===== src/rtl/tamper_guard_pkg.sv =====
package tamper_guard_pkg;
    localparam int EVT_N   = 10;
    localparam int DATA_W  = 32;
    localparam int SEL_W   = 2;

    localparam int ST_SVF        = 0;
    localparam int ST_NVF        = 1;
    localparam int CTL_CFG_HARD  = 30;
    localparam int CTL_CFG_SOFT  = 29;
    localparam int CTL_FAIL_HARD = 16;

    typedef enum logic [SEL_W-1:0] {
        SEL_TCFG = 2'd0,
        SEL_CTRL = 2'd1,
        SEL_STAT = 2'd2,
        SEL_IRQ  = 2'd3
    } reg_sel_e;

    // status bit position of event index i
    function automatic int evt_pos(input int i);
        return (i < 8) ? (16 + i) : (i - 6);
    endfunction
endpackage


===== src/rtl/tamper_evt_latch.sv =====
module tamper_evt_latch #(
    parameter int N = 10
) (
    input  logic         clk,
    input  logic         bat_rst_n,
    input  logic [N-1:0] evt_i,
    input  logic [N-1:0] tcfg_i,
    input  logic [N-1:0] clr_i,
    output logic [N-1:0] flags_o,
    output logic         trig_o,
    output logic         pend_o
);
    typedef struct packed {
        logic [N-1:0] flags;
    } evt_st_t;

    evt_st_t st_d, st_q;

    always_comb begin
        st_d       = st_q;
        st_d.flags = (st_q.flags & ~clr_i) | evt_i;
    end

    always_ff @(posedge clk or negedge bat_rst_n) begin
        if (!bat_rst_n) st_q <= '0;
        else            st_q <= st_d;
    end

    assign flags_o = st_q.flags;
    assign trig_o  = |(evt_i & tcfg_i);
    assign pend_o  = |(st_q.flags & tcfg_i);

    // an arriving event always leaves its flag set
    p_flag_sticky_r4: assert property (@(posedge clk) disable iff (!bat_rst_n)
        (evt_i != '0) |=> ((flags_o & $past(evt_i)) == $past(evt_i)));
endmodule


===== src/rtl/tamper_lock_regs.sv =====
module tamper_lock_regs #(
    parameter int N      = 10,
    parameter int DATA_W = 32
) (
    input  logic              clk,
    input  logic              bat_rst_n,
    input  logic              sys_rst_i,
    input  logic              wr_tcfg_i,
    input  logic              wr_ctrl_i,
    input  logic              wr_irq_i,
    input  logic [DATA_W-1:0] data_i,
    output logic [N-1:0]      tcfg_o,
    output logic              cfg_soft_o,
    output logic              cfg_hard_o,
    output logic              fail_hard_o,
    output logic              irq_en_o
);
    import tamper_guard_pkg::*;

    typedef struct packed {
        logic [N-1:0] tcfg;
        logic         cfg_soft;
        logic         cfg_hard;
        logic         fail_hard;
        logic         irq_en;
    } lock_st_t;

    lock_st_t st_d, st_q;

    always_comb begin
        st_d = st_q;
        if (wr_tcfg_i && !st_q.cfg_soft && !st_q.cfg_hard)
            st_d.tcfg = data_i[N-1:0];
        if (wr_ctrl_i) begin
            st_d.cfg_soft  = st_q.cfg_soft  | data_i[CTL_CFG_SOFT];
            st_d.cfg_hard  = st_q.cfg_hard  | data_i[CTL_CFG_HARD];
            st_d.fail_hard = st_q.fail_hard | data_i[CTL_FAIL_HARD];
        end
        if (wr_irq_i)
            st_d.irq_en = data_i[0];
        if (sys_rst_i)
            st_d.cfg_soft = 1'b0;
    end

    always_ff @(posedge clk or negedge bat_rst_n) begin
        if (!bat_rst_n) st_q <= '0;
        else            st_q <= st_d;
    end

    assign tcfg_o      = st_q.tcfg;
    assign cfg_soft_o  = st_q.cfg_soft;
    assign cfg_hard_o  = st_q.cfg_hard;
    assign fail_hard_o = st_q.fail_hard;
    assign irq_en_o    = st_q.irq_en;

    // configuration frozen under either lock
    p_cfg_locked_r5: assert property (@(posedge clk) disable iff (!bat_rst_n)
        (cfg_soft_o || cfg_hard_o) |=> $stable(tcfg_o));
    // hard locks never fall before a battery reset
    p_hard_sticky_r6: assert property (@(posedge clk) disable iff (!bat_rst_n)
        (cfg_hard_o && fail_hard_o) |=> (cfg_hard_o && fail_hard_o));
    p_cfg_hard_sticky_r6: assert property (@(posedge clk) disable iff (!bat_rst_n)
        cfg_hard_o |=> cfg_hard_o);
endmodule


===== src/rtl/tamper_state_ctl.sv =====
module tamper_state_ctl (
    input  logic clk,
    input  logic bat_rst_n,
    input  logic sys_rst_i,
    input  logic trig_i,
    input  logic pend_i,
    input  logic fail_hard_i,
    input  logic clr_svf_i,
    input  logic clr_nvf_i,
    output logic svf_o,
    output logic nvf_o,
    output logic freeze_o
);
    typedef struct packed {
        logic svf;
        logic nvf;
    } sec_st_t;

    sec_st_t st_d, st_q;

    always_comb begin
        st_d = st_q;
        if (trig_i)
            st_d.svf = 1'b1;
        else if (clr_svf_i && st_q.nvf && !pend_i)
            st_d.svf = 1'b0;

        if (sys_rst_i && st_q.svf && !fail_hard_i)
            st_d.nvf = 1'b1;
        else if (clr_nvf_i && !st_q.svf)
            st_d.nvf = 1'b0;
    end

    always_ff @(posedge clk or negedge bat_rst_n) begin
        if (!bat_rst_n) st_q <= '{svf: 1'b0, nvf: 1'b1};
        else            st_q <= st_d;
    end

    assign svf_o    = st_q.svf;
    assign nvf_o    = st_q.nvf;
    assign freeze_o = st_q.svf | st_q.nvf;

    // enabled event enters failure on the next edge
    p_trig_fail_r3: assert property (@(posedge clk) disable iff (!bat_rst_n)
        trig_i |=> svf_o);
    // violation clears only from not-valid with nothing enabled pending
    p_svf_guard_r7: assert property (@(posedge clk) disable iff (!bat_rst_n)
        $fell(svf_o) |-> $past(nvf_o && !pend_i && clr_svf_i));
    // not-valid never clears while violation is set
    p_nvf_guard_r8: assert property (@(posedge clk) disable iff (!bat_rst_n)
        $fell(nvf_o) |-> $past(!svf_o));
    // a failure hard lock keeps a system reset from raising not-valid
    p_fail_lock_r9: assert property (@(posedge clk) disable iff (!bat_rst_n)
        (sys_rst_i && fail_hard_i && !nvf_o) |=> !nvf_o);
endmodule


===== src/rtl/tamper_guard.sv =====
module tamper_guard
    import tamper_guard_pkg::*;
#(
    parameter int N      = EVT_N,
    parameter int DW     = DATA_W
) (
    input  logic              clk,
    input  logic              bat_rst_n,
    input  logic              sys_rst_i,
    input  logic [N-1:0]      evt_i,
    input  logic              wr_en_i,
    input  logic [SEL_W-1:0]  wr_sel_i,
    input  logic [DW-1:0]     wr_data_i,
    output logic [DW-1:0]     status_o,
    output logic [N-1:0]      tcfg_o,
    output logic [DW-1:0]     ctrl_o,
    output logic              irq_en_o,
    output logic              freeze_o,
    output logic              sv_irq_o
);
    logic         wr_ok, wr_tcfg, wr_ctrl, wr_stat, wr_irq;
    logic [N-1:0] clr_mask, flags;
    logic         trig, pend, svf, nvf;
    logic         cfg_soft, cfg_hard, fail_hard;

    // system reset takes priority over any register write
    assign wr_ok   = wr_en_i && !sys_rst_i;
    assign wr_tcfg = wr_ok && (wr_sel_i == SEL_TCFG);
    assign wr_ctrl = wr_ok && (wr_sel_i == SEL_CTRL);
    assign wr_stat = wr_ok && (wr_sel_i == SEL_STAT);
    assign wr_irq  = wr_ok && (wr_sel_i == SEL_IRQ);

    for (genvar g = 0; g < N; g++) begin : g_clr
        assign clr_mask[g] = wr_stat && wr_data_i[evt_pos(g)];
    end

    tamper_evt_latch #(.N(N)) u_evt (
        .clk       (clk),
        .bat_rst_n (bat_rst_n),
        .evt_i     (evt_i),
        .tcfg_i    (tcfg_o),
        .clr_i     (clr_mask),
        .flags_o   (flags),
        .trig_o    (trig),
        .pend_o    (pend)
    );

    tamper_lock_regs #(.N(N), .DATA_W(DW)) u_lock (
        .clk         (clk),
        .bat_rst_n   (bat_rst_n),
        .sys_rst_i   (sys_rst_i),
        .wr_tcfg_i   (wr_tcfg),
        .wr_ctrl_i   (wr_ctrl),
        .wr_irq_i    (wr_irq),
        .data_i      (wr_data_i),
        .tcfg_o      (tcfg_o),
        .cfg_soft_o  (cfg_soft),
        .cfg_hard_o  (cfg_hard),
        .fail_hard_o (fail_hard),
        .irq_en_o    (irq_en_o)
    );

    tamper_state_ctl u_state (
        .clk         (clk),
        .bat_rst_n   (bat_rst_n),
        .sys_rst_i   (sys_rst_i),
        .trig_i      (trig),
        .pend_i      (pend),
        .fail_hard_i (fail_hard),
        .clr_svf_i   (wr_stat && wr_data_i[ST_SVF]),
        .clr_nvf_i   (wr_stat && wr_data_i[ST_NVF]),
        .svf_o       (svf),
        .nvf_o       (nvf),
        .freeze_o    (freeze_o)
    );

    always_comb begin
        status_o         = '0;
        status_o[ST_SVF] = svf;
        status_o[ST_NVF] = nvf;
        for (int i = 0; i < N; i++)
            status_o[evt_pos(i)] = flags[i];
    end

    always_comb begin
        ctrl_o                = '0;
        ctrl_o[CTL_CFG_HARD]  = cfg_hard;
        ctrl_o[CTL_CFG_SOFT]  = cfg_soft;
        ctrl_o[CTL_FAIL_HARD] = fail_hard;
    end

    assign sv_irq_o = irq_en_o & svf;

    // counters stopped whenever not in the valid state
    p_freeze_r2: assert property (@(posedge clk) disable iff (!bat_rst_n)
        (status_o[ST_SVF] || status_o[ST_NVF]) |-> freeze_o);
endmodule


===== config.mk =====
export PLATFORM = sky130hd
export DESIGN_NAME = tamper_guard
export DESIGN_NICKNAME = d
export VERILOG_FILES = /design/src/rtl/tamper_guard_pkg.sv /design/src/rtl/tamper_evt_latch.sv /design/src/rtl/tamper_lock_regs.sv /design/src/rtl/tamper_state_ctl.sv /design/src/rtl/tamper_guard.sv
export SDC_FILE = /design/constraint.sdc
export NUM_CORES = 1
export LEC_CHECK = 0
export ABC_AREA = 1
export BUFFER_PORTS_ARGS = -buffer_cell sky130_fd_sc_hd__buf_2
export CAP_MARGIN = 20
export CORE_MARGIN = 2
export CORE_UTILIZATION = 35
export CTS_CLUSTER_DIAMETER = 80
export CTS_CLUSTER_SIZE = 8
export DETAILED_ROUTE_END_ITERATION = 10
export PLACE_DENSITY = 0.76
export SYNTH_ARGS = -nofsm -noshare
export SYNTH_HDL_FRONTEND = slang
export SYNTH_SLANG_ARGS = --single-unit
export TNS_END_PERCENT = 100

===== constraint.sdc =====
create_clock -name clk -period 1.3 [get_ports clk]
set_clock_uncertainty 0.2 [all_clocks]
set_input_delay 0.065 -clock clk [delete_from_list [all_inputs] [get_ports clk]]
set_output_delay 0.065 -clock clk [all_outputs]
set_load 0.01 [all_outputs]

==> run_results.csv <==
group,metric,value,unit
worst_setup_path,path_cells,"nor3_2 > nand3_2 > buf_12 > o21a_1",
die,die_h,72.8,um
worst_setup_path,critical_path.top_delay_family,"flip-flops",
yosys,synthCells,203,
worst_setup_path,reg2reg_depth,4,
detailed_routing,viasPerCell,4.05,
global_route,grt_first_pass_wirelength,5850,um
clock_tree,clock_latency,0.27,ns
clock_tree,cts_root_buf,"clkbuf_8",
clock_tree,hold_buffers,35,
detailed_routing,vias,1461,
yosys,yosys.area.top_type_share,37.8,%
clock_tree,cts_tree,"built",
power_and_ir_drop,finalPower,2.51,mW
die,core,4630,um2
yosys,ys_top_cells_by_area,"dfrtp_1 38%, buf_4 24%, nand2_1 12%",
worst_setup_path,path_class,"flop to flop",
final_layout,fillCellCount,443,
final_layout,postLayoutCellArea,2330,um2
clock_tree,numCtsBuffers,3,
yosys,synth_compound_area_share,11.2,%
worst_setup_path,path_depth,4,
global_route,antenna_found_initial,0,
worst_hold_path,worstHoldPathType,"input pin to flop",
worst_setup_path,slowest_delay,0.40,ns
yosys,synth-simple-area-share,17.7,%
placed_design,post-dp-hpwl,2810,um
placed_design,globalplace.congestion,0.734,
sta,whs,-0.0656,ns
yosys,synthMuxAreaShare,0,%
yosys,synth_top_family_by_area,"buffers and inverters",
detailed_routing,drt_first_iter_violations,38,
sta,setup_ws,-0.0379,ns
worst_setup_path,worstPathRequired,1.26,ns
sta,fin_setup_tns,-0.100,ns
worst_setup_path,endpoint_kind,"flop",
sta,hold_violations,1,
yosys,ys_types,21,
final_layout,area_growth,40.8,%
clock_tree,clock_path_buffers,2,
detailed_routing,wl_per_cell,10.9,um
detailed_routing,ant_nets,0,
yosys,synth_area_per_cell,8.15,um2
yosys,ys.flop_type,"dfrtp_1",
global_route,overflow,0,
global_route,grt_pass1_vias,1338,
sta,worstMarginPinSlew,0.593,ns
placed_design,port_buffers,63,
sta,period_share,103,%
worst_hold_path,hold_depth,3,
sta,relSlewSlack,60.5,%
detailed_routing,first_pass_iters,4,
sta,finalSetupViolCount,4,
yosys,synth_area,1660,um2
die,fp.dieW,72.8,um
yosys,synth_edf_count,0,
yosys,synth_seq_cells,26,
final_layout,drive_gt1_share,32.9,%
worst_setup_path,crit_arrival,1.30,ns
global_route,grtUsageTotal,14.2,%
worst_setup_path,cp_num_buf_inv,1,
detailed_routing,wl,3930,um
worst_setup_path,crit_path_start_kind,"flop",
sta,rsz0062_at_grt,"true",
sta,finalCriticalPeriod,1.34,ns
global_route,grt_max_degree,27,
placed_design,postPlaceCellArea,1860,um2
yosys,synth_xor_area_share,0,%
power_and_ir_drop,irDropWorstVdd,0.000683,V
yosys,synth-adder-area-share,0,%
yosys,yosysWarnings,0,
detailed_routing,drc,0,
worst_setup_path,crit_fanout,12,
sta,max_freq,747,MHz
final_layout,antenna_cells,0,
sta,finalMaxSlewViolations,0,
clock_tree,htree_levels,1,
final_layout,nets,356,
flow_run,drv_cap,0,
die,ios,125,
yosys,synthMostInstantiatedCell,"buf_4",
status,violations,"negative hold slack, negative setup slack",
worst_setup_path,worst_path_max_delay_cell,"dfrtp_1",
yosys,yosys.area.top_type,"dfrtp_1",
yosys,yosysSeqAreaShare,39.4,%
yosys,async_reset_ff_share,100,%
die,dieArea,5300,um2
die,initial_utilization,35.8,%
die,rows,25,
clock_tree,clk_pin_slew,0.09,ns
status,status,"complete, but fails checks",
power_and_ir_drop,pwr_density_cell,1080,nW/um2
power_and_ir_drop,cellLeakagePower,1.24,nW
yosys,synth_commonest_cells,"54 x buf_4, 51 x nand2_1, 25 x dfrtp_1, 24 x inv_1",
clock_tree,clock_sinks,26,
[layer usage]
metal | part of all wire [%] | vias to the layer above | wire length [um] | GRT usage, %
met5 | 0 | - | 0 | 0
met2 | 51 | 64 | 1990 | 27.5
met4 | 0.20 | 0 | 8 | 1.85
li1 | - | 727 | - | -
met1 | 43 | 668 | 1700 | 16.9
met3 | 5.8 | 2 | 226 | 1.93
[where the power goes]
group          total, mW  switching [mW]  internal [mW]
Sequential          1.07           0.131          0.943
Clock              0.521           0.250          0.270
Combinational      0.918           0.482          0.436
[layout make-up]
type	instances	area, um2	area share [%]
repair buffers	108	773	33.2
multi-input cells	144	688	29.5
inverters	25	93.8	4.03
flip-flops and latches	26	653	28.0
well taps	54	67.6	2.90
clock buffers	4	55.1	2.36
[cells by family (layout without fill, tap and decap cells)]
logic type      count (synthesis)  count (layout)
buf+inv                        81             137
other cells                     1              49
simple gates                   69              69
compound gates                 26              26
flops                          26              26
[final timing paths]
path | startpoint | endpoint | slack (ns)
min in group asynchronous | bat_rst_n | u_lock.tcfg_o[7] | 0.13
min reg2reg | u_evt.flags_o[6] | u_evt.flags_o[6] | 0.31
max in group asynchronous | bat_rst_n | u_state.svf_o | 0.35
max | u_lock.cfg_soft_o | u_lock.tcfg_o[6] | -0.04
max reg2reg | u_lock.cfg_soft_o | u_lock.tcfg_o[6] | -0.04
min | wr_sel_i[0] | u_lock.irq_en_o | -0.07
[worst register-to-register path: stages, from the launching register on]
cell and delay (ns):
dfrtp_1 0.40, nor3_2 0.17, nand3_2 0.13, buf_12 0.17
o21a_1 0.16
[placed cells by master, fill, tap and decap left out]
| master | instances |
|---|---|
| buf_2 | 61 |
| conb_1 | 49 |
| nand2_1 | 46 |
| dlygate4sd3_1 | 35 |
| dfrtp_1 | 24 |
| inv_1 | 22 |
| o21ai_2 | 9 |
| o21ai_0 | 7 |
| buf_4 | 7 |
| a21o_1 | 6 |
| nand3_1 | 6 |
| nor2_1 | 5 |
| nand2_2 | 4 |
| clkbuf_8 | 4 |
| buf_6 | 4 |
| inv_2 | 3 |
| o21a_1 | 2 |
| o21bai_1 | 2 |
| nor2_4 | 1 |
| or2_4 | 1 |
| nor3_2 | 1 |
| nand3_2 | 1 |
| nand2_4 | 1 |
| nor3_1 | 1 |
| nand4_1 | 1 |
| nor2_2 | 1 |
| buf_12 | 1 |
| dfstp_2 | 1 |
| dfrtp_2 | 1 |
[timing repair]
action / CTS / global route
setup endpoints to repair: 7 / 13
pin swaps: 1 / 3
resized for setup: 5 / 12
endpoints found under the hold margin: 52 / 1
cloned: 0 / 0
buffers inserted: 1 / 2
[stage by stage]
stage	instances	worst slack [ns]	utilization (%)
finish	361	-0.0379	50.4
global route	361	-0.0641	50.4
CTS	359	-0.0230	49.4
global placement	319	0.00756	40.1
floorplan	251	0.0495	-
detailed placement	319	-0.00135	40.1
[state kept, by name (all words and copies together), names as in the netlist]
signal and cells:
u_evt.flags_o 10, u_lock.cfg_hard_o 1, u_lock.cfg_soft_o 1, u_lock.fail_hard_o 1, u_lock.irq_en_o 1, u_lock.tcfg_o 10, u_state.nvf_o 1, u_state.svf_o 1
Note: power is estimated with default switching activity, not from simulation.
